File: src/rtl/pt_pkg.sv
package pt_pkg;
    typedef enum logic {
        BR_ELSE = 1'b0,
        BR_THEN = 1'b1
    } br_e;
endpackage

File: src/rtl/pt_assign_cell.sv
module pt_assign_cell (
    input  logic clk,
    input  logic rst_n,
    input  logic go_i,
    output logic wr_en_o,
    output logic done_o
);
    assign wr_en_o = go_i;

    always_ff @(posedge clk or negedge rst_n) begin
        if (!rst_n) done_o <= 1'b0;
        else        done_o <= go_i;
    end

    // the finish token follows the start token by one cycle
    a_r2_done_follows: assert property (@(posedge clk) disable iff (!rst_n)
        go_i |=> done_o);
endmodule

File: src/rtl/pt_merge_reg.sv
module pt_merge_reg #(
    parameter int W = 8,
    parameter int N = 2
) (
    input  logic           clk,
    input  logic           rst_n,
    input  logic [N-1:0]   en_i,
    input  logic [N*W-1:0] dat_i,
    output logic [W-1:0]   q_o
);
    logic [N-1:0][W-1:0] gated;
    logic [W-1:0]        merged;
    logic                any_en;

    for (genvar g = 0; g < N; g++) begin : g_port
        assign gated[g] = dat_i[g*W +: W] & {W{en_i[g]}};
    end

    always_comb begin
        merged = '0;
        for (int k = 0; k < N; k++) merged = merged | gated[k];
    end

    assign any_en = |en_i;

    always_ff @(posedge clk or negedge rst_n) begin
        if (!rst_n)      q_o <= '0;
        else if (any_en) q_o <= merged;
    end

    // the constructs sharing this register never write it together
    a_r7_single_writer: assert property (@(posedge clk) disable iff (!rst_n)
        $onehot0(en_i));
    // without a write the register keeps its value
    a_r7_hold: assert property (@(posedge clk) disable iff (!rst_n)
        !any_en |=> $stable(q_o));
endmodule

File: src/rtl/pt_loop_ctl.sv
module pt_loop_ctl (
    input  logic clk,
    input  logic rst_n,
    input  logic go_i,
    input  logic body_done_i,
    input  logic cond_i,
    output logic body_go_o,
    output logic done_o
);
    logic tok;

    assign tok       = go_i | body_done_i;
    assign body_go_o = tok & cond_i;

    always_ff @(posedge clk or negedge rst_n) begin
        if (!rst_n) done_o <= 1'b0;
        else        done_o <= tok & ~cond_i;
    end

    // a cycle that starts the body is never followed by the loop exit
    a_r3_no_exit_on_body: assert property (@(posedge clk) disable iff (!rst_n)
        body_go_o |=> !done_o);
    // a token that finds the condition false leaves on the next cycle
    a_r4_exit_follows: assert property (@(posedge clk) disable iff (!rst_n)
        (tok && !cond_i) |=> done_o);
endmodule

File: src/rtl/pt_cond_ctl.sv
module pt_cond_ctl
    import pt_pkg::*;
(
    input  logic clk,
    input  logic rst_n,
    input  logic go_i,
    input  logic sel_i,
    output logic then_go_o,
    output logic else_go_o,
    output logic done_o
);
    br_e br;

    assign br        = br_e'(sel_i);
    assign then_go_o = go_i & (br == BR_THEN);
    assign else_go_o = go_i & (br == BR_ELSE);

    always_ff @(posedge clk or negedge rst_n) begin
        if (!rst_n) done_o <= 1'b0;
        else        done_o <= then_go_o | else_go_o;
    end

    // whichever branch takes the token, the conditional finishes next cycle
    a_r5_branch_finishes: assert property (@(posedge clk) disable iff (!rst_n)
        (then_go_o || else_go_o) |=> done_o);
endmodule

File: src/rtl/pt_seq_ctrl.sv
module pt_seq_ctrl #(
    parameter int W = 8
) (
    input  logic         clk,
    input  logic         rst_n,
    input  logic         start_i,
    input  logic [W-1:0] seed_i,
    input  logic [W-1:0] floor_i,
    input  logic [W-1:0] addend_i,
    input  logic         mode_i,
    output logic         done_o,
    output logic [W-1:0] acc_o,
    output logic         mode_o,
    output logic [W-1:0] res_o
);
    localparam int ACC_PORTS = 2;
    localparam int RES_PORTS = 2;

    logic         a1_en, a1_done;
    logic         body_go, body_en, body_done;
    logic         loop_done, loop_cond;
    logic         then_go, else_go;
    logic [W-1:0] acc_q, res_q;
    logic         mode_q;

    // assignment: acc := seed, mode := mode_i
    pt_assign_cell u_a1 (
        .clk(clk), .rst_n(rst_n), .go_i(start_i),
        .wr_en_o(a1_en), .done_o(a1_done)
    );

    // loop: while (acc > floor) acc := acc - 1
    assign loop_cond = acc_q > floor_i;

    pt_loop_ctl u_loop (
        .clk(clk), .rst_n(rst_n), .go_i(a1_done), .body_done_i(body_done),
        .cond_i(loop_cond), .body_go_o(body_go), .done_o(loop_done)
    );

    pt_assign_cell u_body (
        .clk(clk), .rst_n(rst_n), .go_i(body_go),
        .wr_en_o(body_en), .done_o(body_done)
    );

    // conditional on the captured mode
    pt_cond_ctl u_cond (
        .clk(clk), .rst_n(rst_n), .go_i(loop_done), .sel_i(mode_q),
        .then_go_o(then_go), .else_go_o(else_go), .done_o(done_o)
    );

    // merged data registers
    pt_merge_reg #(.W(W), .N(ACC_PORTS)) u_acc (
        .clk(clk), .rst_n(rst_n),
        .en_i({body_en, a1_en}),
        .dat_i({acc_q - W'(1), seed_i}),
        .q_o(acc_q)
    );

    pt_merge_reg #(.W(1), .N(1)) u_mode (
        .clk(clk), .rst_n(rst_n),
        .en_i(a1_en), .dat_i(mode_i), .q_o(mode_q)
    );

    pt_merge_reg #(.W(W), .N(RES_PORTS)) u_res (
        .clk(clk), .rst_n(rst_n),
        .en_i({else_go, then_go}),
        .dat_i({acc_q ^ addend_i, acc_q + addend_i}),
        .q_o(res_q)
    );

    assign acc_o  = acc_q;
    assign mode_o = mode_q;
    assign res_o  = res_q;

    // when the finish token appears, no internal token is left
    a_r6_quiet_at_finish: assert property (@(posedge clk) disable iff (!rst_n)
        done_o |-> !(a1_done || body_done || loop_done || body_go || then_go || else_go));
    // the finish token lasts one cycle
    a_r6_single_pulse: assert property (@(posedge clk) disable iff (!rst_n)
        done_o |=> !done_o);
    // at most one control token exists at any time
    a_r1_one_token: assert property (@(posedge clk) disable iff (!rst_n)
        $onehot0({a1_done, body_done, loop_done, done_o}));
endmodule

File: config.mk
export PLATFORM = sky130hd
export DESIGN_NAME = pt_seq_ctrl
export DESIGN_NICKNAME = d
export VERILOG_FILES = /design/src/rtl/pt_pkg.sv /design/src/rtl/pt_assign_cell.sv /design/src/rtl/pt_merge_reg.sv /design/src/rtl/pt_loop_ctl.sv /design/src/rtl/pt_cond_ctl.sv /design/src/rtl/pt_seq_ctrl.sv
export SDC_FILE = /design/constraint.sdc
export NUM_CORES = 1
export LEC_CHECK = 0
export BUFFER_PORTS_ARGS = -buffer_cell sky130_fd_sc_hd__buf_2
export CORE_ASPECT_RATIO = 1.75
export CORE_UTILIZATION = 45
export CTS_CLUSTER_SIZE = 12
export DETAILED_ROUTE_END_ITERATION = 6
export PLACE_DENSITY = 0.72
export SLEW_MARGIN = 20
export SYNTH_ARGS = -nofsm -noshare
export SYNTH_HDL_FRONTEND = slang
export SYNTH_SLANG_ARGS = --single-unit
File: constraint.sdc
create_clock -name clk -period 2 [get_ports clk]
set_clock_uncertainty 0.1 [all_clocks]
set_input_delay 0.4 -clock clk [delete_from_list [all_inputs] [get_ports clk]]
set_output_delay 0.4 -clock clk [all_outputs]
set_load 0.005 [all_outputs]
Word-level counts from Yosys, hierarchy flattened
Index checks and enable logic that the tools add are counted.
{"block": "totals", "wordCells": 28, "register_bits": 21, "output_inout_bits": 18}
{"block": "op_classes", "n_reduce_logical": 2, "addsub": 2, "bitwise_logic": 16, "order_cmp": 1}
{"cell": "AND 8 bit", "n": 4}
{"cell": "OR 8 bit", "n": 2}
{"cell": "adder 8 bit", "n": 1}
{"cell": "> comparator 8 bit", "n": 1}
{"cell": "subtractor 8 x 1 -> 8 bit (second input constant)", "n": 1}
{"cell": "XOR 8 bit", "n": 1}
{"cell": "AND 1 bit", "n": 5}
{"cell": "OR reduction 2 bit", "n": 2}
{"cell": "inverter 1 bit", "n": 2}
{"cell": "OR 1 bit", "n": 2}

Depth between registers and ports, before layout
{"block": "depth", "word_depth": 4, "ltp_mapped": 9, "depth_no_buf": 8}

Hierarchy
A second synthesis with hierarchy kept.
{"block": "hier_totals", "hier_cells": 152, "area_unflattened_um2": 1560.2}
{"mod": "pt_merge_reg (u_acc ...)", "cells_per_inst": 27, "n_inst": 2, "seq_area_each_um2": 200.2, "area_each_um2": 364.1}
{"mod": "pt_seq_ctrl", "cells_per_inst": 85, "n_inst": 1, "seq_area_each_um2": 0.0, "area_each_um2": 639.4}
{"mod": "pt_assign_cell", "cells_per_inst": 2, "n_inst": 2, "seq_area_each_um2": 25.0, "area_each_um2": 32.5}
{"mod": "pt_cond_ctl", "cells_per_inst": 4, "n_inst": 1, "seq_area_each_um2": 25.0, "area_each_um2": 45.0}
{"mod": "pt_loop_ctl", "cells_per_inst": 3, "n_inst": 1, "seq_area_each_um2": 25.0, "area_each_um2": 42.5}
{"mod": "pt_merge_reg (u_mode)", "cells_per_inst": 2, "n_inst": 1, "seq_area_each_um2": 25.0, "area_each_um2": 40.0}

Least setup slack after synthesis
Ideal clock, no wire load.
{"block": "synth_path", "path_kind": "register to register", "from": "register u_acc.q_o[0]", "to": "register u_res.q_o[6]", "path_stages_with_launch": 9, "setup_slack_ps": -204, "t_arrival_ps": 1979, "n_path_buf": 0, "period_less_slack_ps": 2204, "cell_sequence": "dfrtp_1 ha_1 fa_1 a21o_1 a21oi_1 nor2_1 a31o_1 xor2_1 mux2_2"}
{"block": "synth_between", "elab_chain_cells": 3}
{"item": "start, declared", "line_no": "pt_merge_reg.sv:9", "rtl": "output logic [W-1:0] q_o"}
{"item": "start signal, assigned", "line_no": "pt_merge_reg.sv:28", "rtl": "else if (any_en) q_o <= merged;"}
{"item": "adder 8 bit", "line_no": "pt_seq_ctrl.sv:67", "rtl": ".dat_i({acc_q ^ addend_i, acc_q + addend_i}),"}
{"item": "AND 8 bit", "line_no": "pt_merge_reg.sv:16", "rtl": "assign gated[g] = dat_i[g*W +: W] & {W{en_i[g]}};"}
{"item": "OR 8 bit", "line_no": "pt_merge_reg.sv:21", "rtl": "for (int k = 0; k < N; k++) merged = merged | gated[k];"}
{"item": "end signal, assigned", "line_no": "pt_merge_reg.sv:28"}
{"item": "end, declared", "line_no": "pt_merge_reg.sv:9"}
No other way between the ends.
A chain may end at the register's enable or synchronous reset.

Final worst setup path
{"block": "layout_path", "from": "register u_acc.q_o[1]", "to": "register u_acc.q_o[1]"}
{"block": "layout_between", "elab_chain_cells": 4, "elab_cells_between_ends": 6, "cone_classes": "add/sub: 1; order compare: 1; bitwise: 3; reduce/logical: 1"}
{"item": "> comparator 8 bit", "line_no": "pt_seq_ctrl.sv:33", "rtl": "assign loop_cond = acc_q > floor_i;"}
{"item": "AND 1 bit", "line_no": "pt_loop_ctl.sv:13", "rtl": "assign body_go_o = tok & cond_i;"}
{"item": "AND 8 bit", "line_no": "pt_merge_reg.sv:16"}
{"item": "OR 8 bit", "line_no": "pt_merge_reg.sv:21"}
Parallel ways exist; a longest one is shown, timed or not.

==> summary.txt <==
Run status
  – Status: finished, violations left
  – Violated checks: hold timing, setup timing

Synthesis
  – Top FF cell, synth: dfrtp_1
  – Distinct cells, synth: 35
  – Synth Register Bits: 21
  – Mapped Area: 1410 µm²
  – Post-synth top cells: dfrtp_1 (21), nor2_1 (20), ha_1 (16)
  – Register area share after synthesis: 37.4%
  – Mean Syn Cell Area: 9.62 µm²
  – Yosys top cell area share: 37.4%
  – Post-synthesis cell count: 146
  – Async set or reset register ratio after synthesis: 100%
  – Synth area leaders: dfrtp_1 (37%), ha_1 (14%), nor2_1 (5.3%), a21oi_1 (4.3%), xnor2_1 (3.7%)
  – Synthesized net count: 191
  – Most frequent cell after synthesis: dfrtp_1
  – Largest area contributor in the netlist: dfrtp_1
  – Ys Warns: 0
  – EDFF count, synth: 0

Clocking
  – CTS Buf Count: 3
  – Root Buffer: clkbuf_8
  – Clock Latency Late Sink: 260 ps
  – CTS tree: yes
  – Reg clk slew, reported paths: 80 ps
  – Max Root-Sink Buffers: 2
  – Clock tree sinks: 21
  – Cts hold-fix bufs: 0
  – CTS H-tree depth: 1

GRT
  – Antenna violations before repair: 0
  – First-pass GRT wire length: 5860 µm
  – Total Routing Usage GR: 22.9%
  – Total grt overflow: 0
  – Vias in the first global route: 1334
  – Largest net degree at the start of global routing: 22

Worst setup path
  – Buf/Inv on CP: 0
  – WP data required: 2040 ps
  – CP startpoint kind: register
  – Crit-path max cell delay: 470 ps
  – Delay-heaviest family, CP: compound AO/OA/AOI/OAI gates
  – Critical Path Source: u_acc.q_o[1]
  – Cell with the most instances on the worst path: nor2b_4
  – Critical path arrival: 2100 ps
  – Worst reg2reg startpoint: u_acc.q_o[1]
  – Sequence of cells on the critical path: ha_4 -> nor2b_4 -> o211ai_4 -> a21oi_4 -> o21ai_4 -> nor2b_4 -> a221o_1
  – Crit path max-delay cell type: dfrtp_2
  – Setup CP Type: register to register
  – CP Capture Type: register
  – Max FO, Critical Path: 5
  – Reg2reg setup slack: -60 ps

Route
  – Drt first pass iters: 7
  – DRT iter0 DRCs: 26
  – Vias per cell: 5.24
  – Wire length per cell: 14.9 µm
  – Remaining DRCs: 0
  – Antenna-violating nets left: 0
  – DR vias: 1305
  – Total Wirelength: 3710 µm

STA
  – WHS: -16.5 ps
  – Endpoints failing setup: 4
  – Total Neg Setup Slack: -194 ps
  – Final worst slack: -57.4 ps
  – Hold Violations, Final: 21
  – Tightest Pin Transition: 473 ps
  – Fin. max-slew vios: 0
  – Unrepaired setup endpoints after global routing: yes
  – Minimum clock period: 2060 ps
  – Relative slew margins: 68.5%
  – Crit share post-route: 103%
  – Fmax: 486 MHz

Die
  – Die Width: 44.2 µm
  – Io pins: 46
  – Core Area: 2960 µm²
  – Initial Util: 47.5%
  – Die Y: 75.9 µm
  – Row count: 26
  – Die ar.: 3360 µm²

Pwr
  – Leakage: 0.949 nW
  – Peak VDD IR: 0.742 mV
  – Pwr dens: 1420 nW/µm²

Placed design
  – Hpwl dp: 2630 µm
  – PortBufs: 45
  – Gpl congestion: 0.893
  – Placed Cells: 241

Layout
  – Number of inserted diodes: 0
  – Fin nets: 253
  – Fill cells: 233
  – Post-layout util: 66.1%
  – Layout area overhead: 39.4%
  – Share of cells above drive strength 1: 43.0%
  – Final non-filler cell total: 249

Min path
  – Hold/Removal Path Class: primary input to asynchronous set/reset pin

Job
  – Max cap viols: 0
-- final timing paths --
path / end / cells after the start
setup / recovery: u_acc.q_o[1] / 7
hold reg to reg: u_res.q_o[0] / 1
setup reg to reg: u_acc.q_o[1] / 7
max in group asynchronous: u_acc.q_o[1] / 1
hold / removal: u_acc.q_o[5] / 1
min in group clk: u_acc.q_o[0] / 2
-- stage by stage --
stage | total power [mW] | instance area (µm²) | worst slack (ps) | hold WS (ps)
finish | 2.77 | 1960 | -57.4 | -16.5
global route | 3.00 | 1960 | -150 | 15.3
CTS | 2.64 | 1890 | -55.0 | 3.95
detailed placement | 2.24 | 1760 | -214 | 286
global placement | 2.16 | 1760 | -181 | 278
floorplan | 1.68 | 1410 | -114 | 4.41
-- final cells by class --
cell class                      count  area [µm²]  share of cell area, %
Clock buffer                        3        41.3                   2.11
Clock inverter                      1        5.00                  0.256
Inverter                           11        41.3                   2.11
Multi-Input combinational cell    110         938                   47.9
Sequential cell                    21         527                   26.9
Tap cell                           42        52.6                   2.68
Timing Repair Buffer               61         353                   18.0
-- worst register-to-register path: stages (launching register included) --
cell and delay (ps):
dfrtp_2 470, ha_4 290, nor2b_4 160, o211ai_4 110, a21oi_4 250, o21ai_4 120, nor2b_4 150, a221o_1 310
-- metal layers --
metal	vias up	track usage, %	part of all wire (%)
met3	13	2.38	2.8
met1	618	25.0	39
met5	-	0	0
met2	39	40.4	54
li1	635	-	-
met4	0	12.4	4.0
-- flip-flops by register name (all words and copies together) (netlist names) --
signal / count
u_a1.done_o: 1
u_acc.q_o: 8
u_body.done_o: 1
u_cond.done_o: 1
u_loop.done_o: 1
u_mode.q_o: 1
u_res.q_o: 8
-- kinds of logic after synthesis --
kind of cell | share of synthesized area (%)
AND/OR/NAND/NOR | 14.6
AO/OA/AOI/OAI | 16.7
flip-flops | 37.4
adder cells (fa/ha/maj) | 15.7
buffers and inverters | 4.90
XOR/XNOR | 6.23
multiplexers | 4.54
-- placed cells by master (no fill, tap or decap), drive strengths merged, types with 2 or more instances in the layout --
| cell type | n |
|---|---|
| nor2b | 3 |
| a221o | 3 |
| nand3b | 4 |
| nor2 | 20 |
| o21ai | 5 |
| clkbuf | 3 |
| ha | 16 |
| a21oi | 13 |
| nand4 | 2 |
| a21o | 2 |
| mux2i | 3 |
| inv | 11 |
| mux2 | 3 |
| o211ai | 5 |
| dfrtp | 21 |
| nor4 | 2 |
| xnor2 | 6 |
| xor2 | 4 |
| nand2 | 10 |
| buf | 61 |
-- power by group --
| part | total, mW | leakage (nW) | switching [mW] | internal (mW) |
|---|---|---|---|---|
| sequential | 0.784 | 0.246 | 0.168 | 0.616 |
| clock | 0.278 | 0.0255 | 0.140 | 0.139 |
| combinational | 1.71 | 0.678 | 0.837 | 0.873 |
| total | 2.77 | 0.949 | 1.14 | 1.63 |
-- repair_timing --
item | 4_1_cts | 5_1_grt
setup endpoints to repair | 8 | 11
gates cloned | 1 | 0
pin swaps | 9 | 2
setup buffers | 2 | 1
gates resized for setup | 12 | 10
No activity file was read; power rests on OpenSTA's default activity.
